--- src/rtl/daisy_pkg.sv ---
package daisy_pkg;
  typedef enum logic [1:0] {
    ARB_FREE  = 2'd0,
    ARB_OFFER = 2'd1,
    ARB_HELD  = 2'd2,
    ARB_COOL  = 2'd3
  } arb_state_t;
endpackage

--- src/rtl/daisy_link.sv ---
module daisy_link (
  input  logic clk,
  input  logic rst_n,
  input  logic req,
  input  logic done,
  input  logic gnt_in,
  output logic gnt_out,
  output logic take,
  output logic owned,
  output logic rel
);
  assign take    = req & gnt_in;
  assign gnt_out = gnt_in & ~req;
  assign rel     = owned & done;

  always_ff @(posedge clk) begin
    if (!rst_n)    owned <= 1'b0;
    else if (rel)  owned <= 1'b0;
    else if (take) owned <= 1'b1;
  end


  hold_until_done_chk: assert property (@(posedge clk) disable iff (!rst_n)
    (owned && !done) |=> owned);

  drop_after_release_chk: assert property (@(posedge clk) disable iff (!rst_n)
    rel |=> !owned);
endmodule

--- src/rtl/daisy_ctrl.sv ---
module daisy_ctrl
  import daisy_pkg::*;
(
  input  logic clk,
  input  logic rst_n,
  input  logic any_req,
  input  logic taken,
  input  logic release_i,
  output logic grant
);
  arb_state_t state, state_n;

  always_comb begin
    state_n = state;
    unique case (state)
      ARB_FREE:  if (any_req)   state_n = ARB_OFFER;
      ARB_OFFER: state_n = taken ? ARB_HELD : ARB_FREE;
      ARB_HELD:  if (release_i) state_n = ARB_COOL;
      ARB_COOL:  state_n = ARB_FREE;
      default:   state_n = ARB_FREE;
    endcase
  end

  always_ff @(posedge clk) begin
    if (!rst_n) state <= ARB_FREE;
    else        state <= state_n;
  end

  assign grant = (state == ARB_OFFER);


  grant_follows_req_chk: assert property (@(posedge clk) disable iff (!rst_n)
    (state == ARB_FREE && any_req) |=> grant);

  cooldown_no_grant_chk: assert property (@(posedge clk) disable iff (!rst_n)
    $past(release_i) |-> !grant);
endmodule

--- src/rtl/daisy_arbiter.sv ---
module daisy_arbiter #(
  parameter int NDEV = 4
) (
  input  logic            clk,
  input  logic            rst_n,
  input  logic [NDEV-1:0] dev_req,
  input  logic [NDEV-1:0] dev_done,
  output logic            bus_req,
  output logic            bus_grant,
  output logic            bus_release,
  output logic [NDEV-1:0] owner
);
  localparam int LINKS = NDEV + 1;

  logic [LINKS-1:0] chain;
  logic [NDEV-1:0]  take_v;
  logic [NDEV-1:0]  rel_v;

  assign bus_req     = |dev_req;
  assign bus_release = |rel_v;
  assign chain[0]    = bus_grant;

  genvar i;
  generate
    for (i = 0; i < NDEV; i++) begin : g_link
      daisy_link u_link (
        .clk     (clk),
        .rst_n   (rst_n),
        .req     (dev_req[i]),
        .done    (dev_done[i]),
        .gnt_in  (chain[i]),
        .gnt_out (chain[i+1]),
        .take    (take_v[i]),
        .owned   (owner[i]),
        .rel     (rel_v[i])
      );
    end
  endgenerate

  daisy_ctrl u_ctrl (
    .clk       (clk),
    .rst_n     (rst_n),
    .any_req   (bus_req),
    .taken     (|take_v),
    .release_i (bus_release),
    .grant     (bus_grant)
  );


  single_owner_chk: assert property (@(posedge clk) disable iff (!rst_n)
    $onehot0(owner));

  owner_needs_grant_chk: assert property (@(posedge clk) disable iff (!rst_n)
    ($past(owner) == '0 && owner != '0) |-> $past(bus_grant));

  no_grant_while_owned_chk: assert property (@(posedge clk) disable iff (!rst_n)
    (owner != '0) |-> !bus_grant);
endmodule

--- config.mk ---
export PLATFORM = sky130hd
export DESIGN_NAME = daisy_arbiter
export DESIGN_NICKNAME = d
export VERILOG_FILES = /design/src/rtl/daisy_pkg.sv /design/src/rtl/daisy_link.sv /design/src/rtl/daisy_ctrl.sv /design/src/rtl/daisy_arbiter.sv
export SDC_FILE = /design/constraint.sdc
export NUM_CORES = 1
export LEC_CHECK = 0
export ABC_AREA = 1
export BUFFER_PORTS_ARGS = -buffer_cell sky130_fd_sc_hd__buf_2
export CORE_AREA = 2 2 39 41
export CTS_CLUSTER_DIAMETER = 100
export DETAILED_ROUTE_END_ITERATION = 6
export DIE_AREA = 0 0 41 43
export SYNTH_ARGS = -nofsm -noshare
export SYNTH_HDL_FRONTEND = slang
export SYNTH_SLANG_ARGS = --single-unit
--- constraint.sdc ---
create_clock -name clk -period 1.05 [get_ports clk]
set_input_delay 0.105 -clock clk [delete_from_list [all_inputs] [get_ports clk]]
set_output_delay 0.105 -clock clk [all_outputs]
set_load 0.01 [all_outputs]
==> impl_metrics.py, run 1 <==
metrics = {
    "timing": {
        "fin_skew_ps": 2.37,
        "hold_viol_final": 0,
        "rsz0062_at_grt": "yes",
        "hold_slack_ps": 109,
        "worst_slew_pin_slew_ps": 187,
        "finalSetupViolations": 1,
        "timing.final.ws_setup_ps": -50.7,
        "finalMaxSlewViolations": 0,
        "setup_tns_ps": -50.7,
        "min_period_ps": 1100,
        "max_freq_ghz": 0.909,
        "finalCritPeriodShare_pct": 105,
        "relSlewSlack_pct": 87.5,
    },
    "hold_path": {
        "hold_class": "input pin to flop",
    },
    "drt": {
        "drtPass1Iterations": 4,
        "routed_wl_um": 779,
        "drc": 0,
        "wl_per_cell_um": 8.75,
        "drt_iter0_markers": 8,
        "viasPerCell": 4.10,
        "ant_nets": 0,
        "vias": 365,
    },
    "die": {
        "num_io_pins": 17,
        "rows": 14,
        "die-area_um2": 1760,
        "die_x_um": 41,
        "coreArea_um2": 1380,
        "floorplan.initialDensity_pct": 24.3,
        "die_y_um": 43,
    },
    "global_route": {
        "grt_pass1_wl_um": 1240,
        "grt_overflow": 0,
        "grt_max_degree": 7,
        "antenna_found_initial": 0,
        "grt_pass1_vias": 308,
        "track_usage_pct": 11.0,
    },
    "clock_tree": {
        "root_buffer": "clkbuf_4",
        "htreeDepth": 1,
        "clk_path_buf_depth": 2,
        "postCtsHoldBufs": 0,
        "cts_tree": "done",
        "cts_buffers": 3,
        "path_clk_slew_ps": 50,
        "cts.sinks": 6,
        "clock_latency_ps": 250,
    },
    "setup_path": {
        "r2r_start": "g_link[2].u_link.owned",
        "worstSetupStartpoint": "g_link[2].u_link.owned",
        "crit_path_end_kind": "output pin",
        "r2r_slack_ps": 90,
        "required_ps": 940,
        "arrival_ps": 1000,
        "critical_path.endpoint": "bus_release",
        "r2r_end": "g_link[2].u_link.owned",
        "worstSetupPathType": "flop to output pin",
        "r2r.worst_path.cells": 6,
        "start_kind": "flop",
        "cp_max_fo": 3,
    },
    "cells_and_area": {
        "final_design_area_no_fill_um2": 524,
        "post-route-util_pct": 37.9,
        "area_growth_pct": 55.8,
        "multi_input_area_um2": 175,
        "fillCellCount": 158,
        "antennaDiodeCount": 0,
        "nets": 85,
        "ff_latch_area_um2": 126,
        "drive_gt1_share_pct": 61.6,
    },
    "logic_synthesis": {
        "yosysWarningCount": 0,
        "synth-xor-area-share_pct": 0,
        "yosysSeqAreaShare_pct": 35.7,
        "synthTopCellsByArea": "dfxtp_1, nand2_1, buf_4",
        "synth_top_area_share_pct": 35.7,
        "synthSimpleGateAreaFrac_pct": 33.1,
        "netlist.top_cell.by_area": "dfxtp_1",
        "synth_top_cells_by_count": "nand2_1, inv_1, dfxtp_1, nor2_1, buf_4",
        "synthDistinctLibCells": 12,
        "synth_flop_cell": "dfxtp_1",
        "syn-cell-area_um2": 337,
        "syn_avg_cell_area_um2": 6.73,
        "synthMuxAreaShare_pct": 0,
        "synth_top_family_by_area": "simple AND/OR/NAND/NOR gates",
        "synth_fa_ha_area_share_pct": 0,
        "synth_compound_area_share_pct": 12.3,
        "yosys_register_bits": 6,
        "yosysMostFrequentCell": "nand2_1",
        "syn_nets": 60,
        "postSynth.asyncResetShare_pct": 0,
        "synth_edf_count": 0,
        "synthCells": 50,
    },
    "placed_design": {
        "dpl.hpwl_um": 557,
        "portBuffers": 16,
        "pre_cts_ws_ps": 174,
        "routabilityCongestion": 0.660,
        "place_area_um2": 407,
    },
    "power": {
        "p_sw_mw": 0.187,
        "clkPwrFrac_pct": 34.2,
        "p_int_mw": 0.465,
        "seqPwrFrac_pct": 40.2,
        "p_sw_share_pct": 28.7,
        "p_comb_share_pct": 25.7,
        "p_leak_nw": 0.271,
        "cellPowerDensity_nw_per_um2": 1240,
        "irDropWorstVdd_mv": 0.681,
    },
    "status": {
        "violations": "setup timing",
        "outcome": "finished with violations",
    },
    "job": {
        "maxCapViolations": 0,
    },
}
## through the flow
step	cells	power [mW]
floorplan	50	0.342
global placement	78	0.380
detailed placement	78	0.381
CTS	86	0.623
global route	89	0.701
finish	89	0.653
## kinds of logic after synthesis
family                 Yosys count
buffers and inverters           13
AO/OA/AOI/OAI                    6
AND/OR/NAND/NOR                 25
flip-flops                       6
## worst min-delay path by stage
stage | slack, ps | start | cells after the start | end
after CTS | 110 | dev_req[0] | 3 | g_link[0].u_link.owned
final | 110 | dev_req[0] | 3 | g_link[0].u_link.owned
after global routing | 110 | dev_req[0] | 3 | g_link[0].u_link.owned
after floorplan | 230 | rst_n | 2 | g_link[0].u_link.owned
after detailed placement | 380 | dev_req[0] | 3 | g_link[0].u_link.owned
after global placement | 380 | dev_done[0] | 4 | g_link[0].u_link.owned
## cell type report
class,instances,share of cell area (%)
multi-input combinational,31,33.4
timing repair buffer,24,27.9
sequential,6,24.1
inverter,9,6.44
clock buffer,3,4.30
tap,16,3.82
## power groups by stage
| stage | logic [mW] | clock network (mW) | registers, mW |
|---|---|---|---|
| 6_report | 0.168 | 0.223 | 0.262 |
| 5_1_grt | 0.188 | 0.249 | 0.263 |
| 4_1_cts | 0.134 | 0.227 | 0.262 |
| 3_5_place_dp | 0.117 | 0 | 0.264 |
| 3_3_place_gp | 0.116 | 0 | 0.263 |
| 2_1_floorplan | 0.0805 | 0 | 0.262 |
## what timing repair did
item	CTS	global route
gates resized for setup	9	5
setup endpoints to repair	2	2
cloned	0	0
pin swaps	4	5
setup buffers	5	3
## critical path, stage by stage (launching register included)
cell and delay (ps):
dfxtp_2 330, nand2_2 70, nand2_2 70, nor2_4 110, inv_1 40, buf_2 130
## per-layer routing
metal / vias up / track usage, % / share of wire (%)
li1: 194 / - / -
met1: 154 / 14.1 / 42
met2: 14 / 13.1 / 44
met3: 3 / 3.14 / 10
met4: 0 / 12.0 / 3.0
met5: - / 0 / 0
## layout by cell type, fill, tap and decap left out
master    count
clkbuf_4      3
buf_4         8
nand3_1       3
nor2_2        1
a21oi_1       3
dfxtp_1       1
buf_2        15
nor2_1        5
a21oi_2       3
nor2_4        2
nand2_2       6
nand3b_1      1
nand2_1       7
inv_1         8
dfxtp_2       5
buf_6         1
inv_2         1
Note: power is estimated with default switching activity, not from simulation.
==> run 2, diff against run 1 <==
- clock period: 1.05 -> 1.3 ns (I/O delays scaled with it)
==> impl_metrics.py, run 2 (synthesis results as in run 1) <==
metrics = {
    "setup_path": {
        "worstPathCellList": "nand2_1 -> nand2_1 -> nor2_1 -> inv_1 -> buf_2",
        "worstSetupStartpoint": "g_link[2].u_link.owned",
        "arrival_ps": 1020,
        "cpPeakStageDelay_ps": 310,
        "slowest_stage": "dfxtp_1",
        "path_common_cell": "nand2_1",
        "r2r_start": "u_ctrl.state[0]",
        "worstSetupPathType": "flop to output pin",
        "crit_path_end_kind": "output pin",
        "cp_max_fo": 3,
        "start_kind": "flop",
        "required_ps": 1170,
    },
    "global_route": {
        "grt_overflow": 0,
        "grt_pass1_wl_um": 1170,
        "track_usage_pct": 10.5,
        "grt_pass1_vias": 288,
        "antenna_found_initial": 0,
        "grt_max_degree": 7,
    },
    "hold_path": {
        "hold_start": "dev_req[0]",
        "hold_class": "input pin to flop",
    },
    "timing": {
        "fin_skew_ps": 2.00,
        "setup_tns_ps": 0,
        "relSlewSlack_pct": 88.4,
        "worst_slew_pin_slew_ps": 174,
        "hold_viol_final": 0,
        "finalSetupViolations": 0,
        "min_period_ps": 1150,
        "rsz0062_at_grt": "no",
        "max_freq_ghz": 0.867,
        "finalMaxSlewViolations": 0,
        "finalCritPeriodShare_pct": 88.7,
    },
    "clock_tree": {
        "cts_buffers": 3,
        "htreeDepth": 1,
        "post_cts_resized": 0,
        "cts_setup_buffers": 0,
        "root_buffer": "clkbuf_4",
        "postCtsHoldBufs": 0,
        "path_clk_slew_ps": 50,
        "cts_tree": "done",
        "clk_path_buf_depth": 2,
        "cts.sinks": 6,
        "clock_latency_ps": 250,
    },
    "cells_and_area": {
        "drive_gt1_share_pct": 38.5,
        "instances_no_fill": 81,
        "antennaDiodeCount": 0,
        "multi_input_area_um2": 153,
        "ff_latch_area_um2": 120,
        "final_cell_mix": "buf_2, nand2_1, inv_1, nor2_1, dfxtp_1",
        "area_growth_pct": 27.5,
        "fillCellCount": 157,
        "nets": 77,
        "layout_commonest_cell": "buf_2",
    },
    "drt": {
        "routed_wl_um": 692,
        "drtPass1Iterations": 2,
        "dr_wl_met2_um": 266,
        "drc": 0,
        "wl_per_cell_um": 8.54,
        "vias": 334,
        "drt_iter0_markers": 5,
        "viasPerCell": 4.12,
        "met1_length_um": 316,
        "top_layer": "met4",
        "ant_nets": 0,
        "wl_met3_um": 76,
    },
    "placed_design": {
        "routabilityCongestion": 0.660,
        "dp_cells": 78,
        "dpl.hpwl_um": 553,
        "portBuffers": 16,
    },
    "status": {
        "outcome": "complete, no violations",
    },
    "die": {
        "floorplan.initialDensity_pct": 24.3,
        "rows": 14,
        "num_io_pins": 17,
        "die-area_um2": 1760,
        "die_y_um": 43,
        "coreArea_um2": 1380,
        "die_x_um": 41,
    },
    "power": {
        "cellPowerDensity_nw_per_um2": 1130,
        "p_sw_mw": 0.141,
        "irDropWorstVdd_mv": 0.536,
        "clkPwrFrac_pct": 37.3,
        "seqPwrFrac_pct": 43.3,
        "p_sw_share_pct": 29.0,
        "p_leak_nw": 0.226,
        "p_int_mw": 0.344,
        "p_comb_share_pct": 19.4,
    },
    "job": {
        "maxCapViolations": 0,
    },
}
## run 2: cell count changes in the layout (fill, tap and decap cells not counted), sizes merged
cell / delta
buf: -8
## run 2: path summary, 6_finish.rpt
kind | to | slack [ps] | cells after the start
max | bus_release | 150 | 5
min | g_link[0].u_link.owned | 140 | 3
max reg2reg | g_link[2].u_link.owned | 460 | 4
min reg2reg | g_link[0].u_link.owned | 460 | 2
## run 2: layer usage
| layer | GRT usage (%) | vias to the layer above |
|---|---|---|
| met5 | 0 | - |
| met3 | 3.14 | 5 |
| met4 | 12.0 | 0 |
| li1 | - | 179 |
| met1 | 13.8 | 136 |
| met2 | 11.9 | 14 |
## run 2: through the flow
stage	worst slack (ps)	cell area, um^2	hold WS [ps]	util [%]	power, mW
after floorplan	499	337	253	-	0.276
after global placement	411	407	404	29.4	0.307
after detailed placement	416	407	406	29.4	0.308
after CTS	145	429	144	31.0	0.488
after global routing	21.4	429	148	31.0	0.517
final	147	429	140	31.0	0.484
## run 2: power groups by stage
stage | Clock, mW | Combinational, mW | Sequential [mW]
finish | 0.181 | 0.0938 | 0.210
global route | 0.197 | 0.109 | 0.211
CTS | 0.183 | 0.0952 | 0.210
detailed placement | 0 | 0.0947 | 0.213
global placement | 0 | 0.0940 | 0.213
floorplan | 0 | 0.0650 | 0.211
## run 2: final cells by class
class	count	area share, %
clock buffer	3	5.25
inverter	9	7.87
multi-input combinational	31	35.6
sequential	6	28.0
tap	16	4.66
timing repair buffer	16	18.7
## run 2: worst max-delay path, delay by kind of cell, from the launching register on
| kind | cells | cell delay [ps] |
|---|---|---|
| flops | 1 | 310 |
| simple gates | 3 | 280 |
| buf+inv | 2 | 180 |
==> run 3, diff against run 2 <==
- PLACE_DENSITY: not set -> 0.54
==> impl_metrics.py, run 3 (synthesis results as in run 1) <==
metrics = {
    "status": {
        "outcome": "complete, no violations",
    },
    "setup_path": {
        "r2r.worst_path.cells": 4,
        "start_kind": "flop",
        "r2r_slack_ps": 450,
        "worstSetupPathType": "flop to output pin",
        "cp_max_fo": 3,
        "crit_path_end_kind": "output pin",
        "arrival_ps": 1030,
        "r2r_start": "u_ctrl.state[0]",
        "r2r_end": "g_link[1].u_link.owned",
        "required_ps": 1170,
    },
    "timing": {
        "worst_slew_pin_slew_ps": 170,
        "min_period_ps": 1160,
        "finalCritPeriodShare_pct": 89.5,
        "max_freq_ghz": 0.859,
        "relSlewSlack_pct": 88.6,
        "hold_viol_final": 0,
        "setup_tns_ps": 0,
        "finalSetupViolations": 0,
        "fin_skew_ps": 6.12,
        "rsz0062_at_grt": "no",
        "finalMaxSlewViolations": 0,
    },
    "job": {
        "maxCapViolations": 0,
    },
    "hold_path": {
        "hold_end": "g_link[0].u_link.owned",
        "hold_class": "input pin to flop",
        "whs_path_depth": 3,
        "hold_start": "dev_req[0]",
    },
    "die": {
        "rows": 14,
        "num_io_pins": 17,
        "floorplan.initialDensity_pct": 24.3,
        "die_x_um": 41,
        "coreArea_um2": 1380,
        "die-area_um2": 1760,
        "die_y_um": 43,
    },
    "power": {
        "p_leak_nw": 0.226,
        "cellPowerDensity_nw_per_um2": 1110,
        "irDropWorstVdd_mv": 0.366,
        "totalPowerFinal_mw": 0.476,
    },
    "placed_design": {
        "portBuffers": 16,
        "dp_cells": 78,
        "routabilityCongestion": 0.689,
        "place_area_um2": 407,
        "dpl.hpwl_um": 570,
    },
    "clock_tree": {
        "cts_buffers": 3,
        "post_cts_resized": 0,
        "postCtsHoldBufs": 0,
        "root_buffer": "clkbuf_4",
        "cts_setup_buffers": 0,
        "cts_tree": "done",
        "clock_latency_ps": 240,
        "clk_path_buf_depth": 2,
        "path_clk_slew_ps": 50,
        "htreeDepth": 1,
        "cts.sinks": 6,
    },
    "drt": {
        "vias": 331,
        "routed_wl_um": 682,
        "wl_per_cell_um": 8.42,
        "viasPerCell": 4.09,
        "drt_iter0_markers": 7,
        "drtPass1Iterations": 6,
        "ant_nets": 0,
        "drc": 0,
    },
    "cells_and_area": {
        "area_growth_pct": 27.5,
        "final_design_area_no_fill_um2": 429,
        "multi_input_area_um2": 153,
        "drive_gt1_share_pct": 38.5,
        "final_cell_mix": "buf_2, nand2_1, inv_1, nor2_1, dfxtp_1",
        "instances_no_fill": 81,
        "layout_commonest_cell": "buf_2",
        "nets": 77,
        "antennaDiodeCount": 0,
        "ff_latch_area_um2": 120,
        "fillCellCount": 152,
    },
    "global_route": {
        "grt_pass1_wl_um": 1080,
        "grt_overflow": 0,
        "track_usage_pct": 9.65,
        "antenna_found_initial": 0,
        "grt_pass1_vias": 295,
        "grt_max_degree": 7,
    },
}
[run 3: report_power, final]
part | internal (mW) | leakage (nW) | total, mW | switching [mW]
clock | 0.104 | 0.0138 | 0.172 | 0.0675
combinational | 0.0401 | 0.163 | 0.0954 | 0.0552
sequential | 0.198 | 0.0491 | 0.209 | 0.0104
[run 3: worst max-delay path, cell delays in order (launching register included)]
cell     delay, ps
dfxtp_1        310
nand2_1         80
nand2_1         60
nor2_1         150
inv_1           50
buf_2          130
[run 3: per-stage QoR]
step,hold slack (ps),util [%],worst slack [ps]
after floorplan,253,-,499
after detailed placement,410,29.4,393
after global placement,409,29.4,416
after global routing,176,31.0,18.5
after CTS,161,31.0,122
final,163,31.0,136
[run 3: worst max path at each step]
stage | slack (ps) | from | depth (start not counted) | end
2_1_floorplan | 500 | u_ctrl.state[0] | 4 | g_link[1].u_link.owned
3_3_place_gp | 420 | g_link[3].u_link.owned | 5 | bus_release
3_5_place_dp | 390 | g_link[3].u_link.owned | 5 | bus_release
4_1_cts | 120 | g_link[3].u_link.owned | 5 | bus_release
5_1_grt | 20 | g_link[3].u_link.owned | 5 | bus_release
6_report | 140 | g_link[3].u_link.owned | 5 | bus_release
[run 3: metal layers]
layer,part of all wire [%],up-vias,GRT usage (%)
li1,-,179,-
met1,46,138,11.3
met2,42,12,12.5
met3,9.4,2,4.71
met4,2.1,0,8.00
met5,0,-,0
[run 3: cell type report]
type	instances	area share [%]
sequential	6	28.0
inverter	9	7.87
clock buffer	3	5.25
tap	16	4.66
timing repair buffer	16	18.7
multi-input combinational	31	35.6
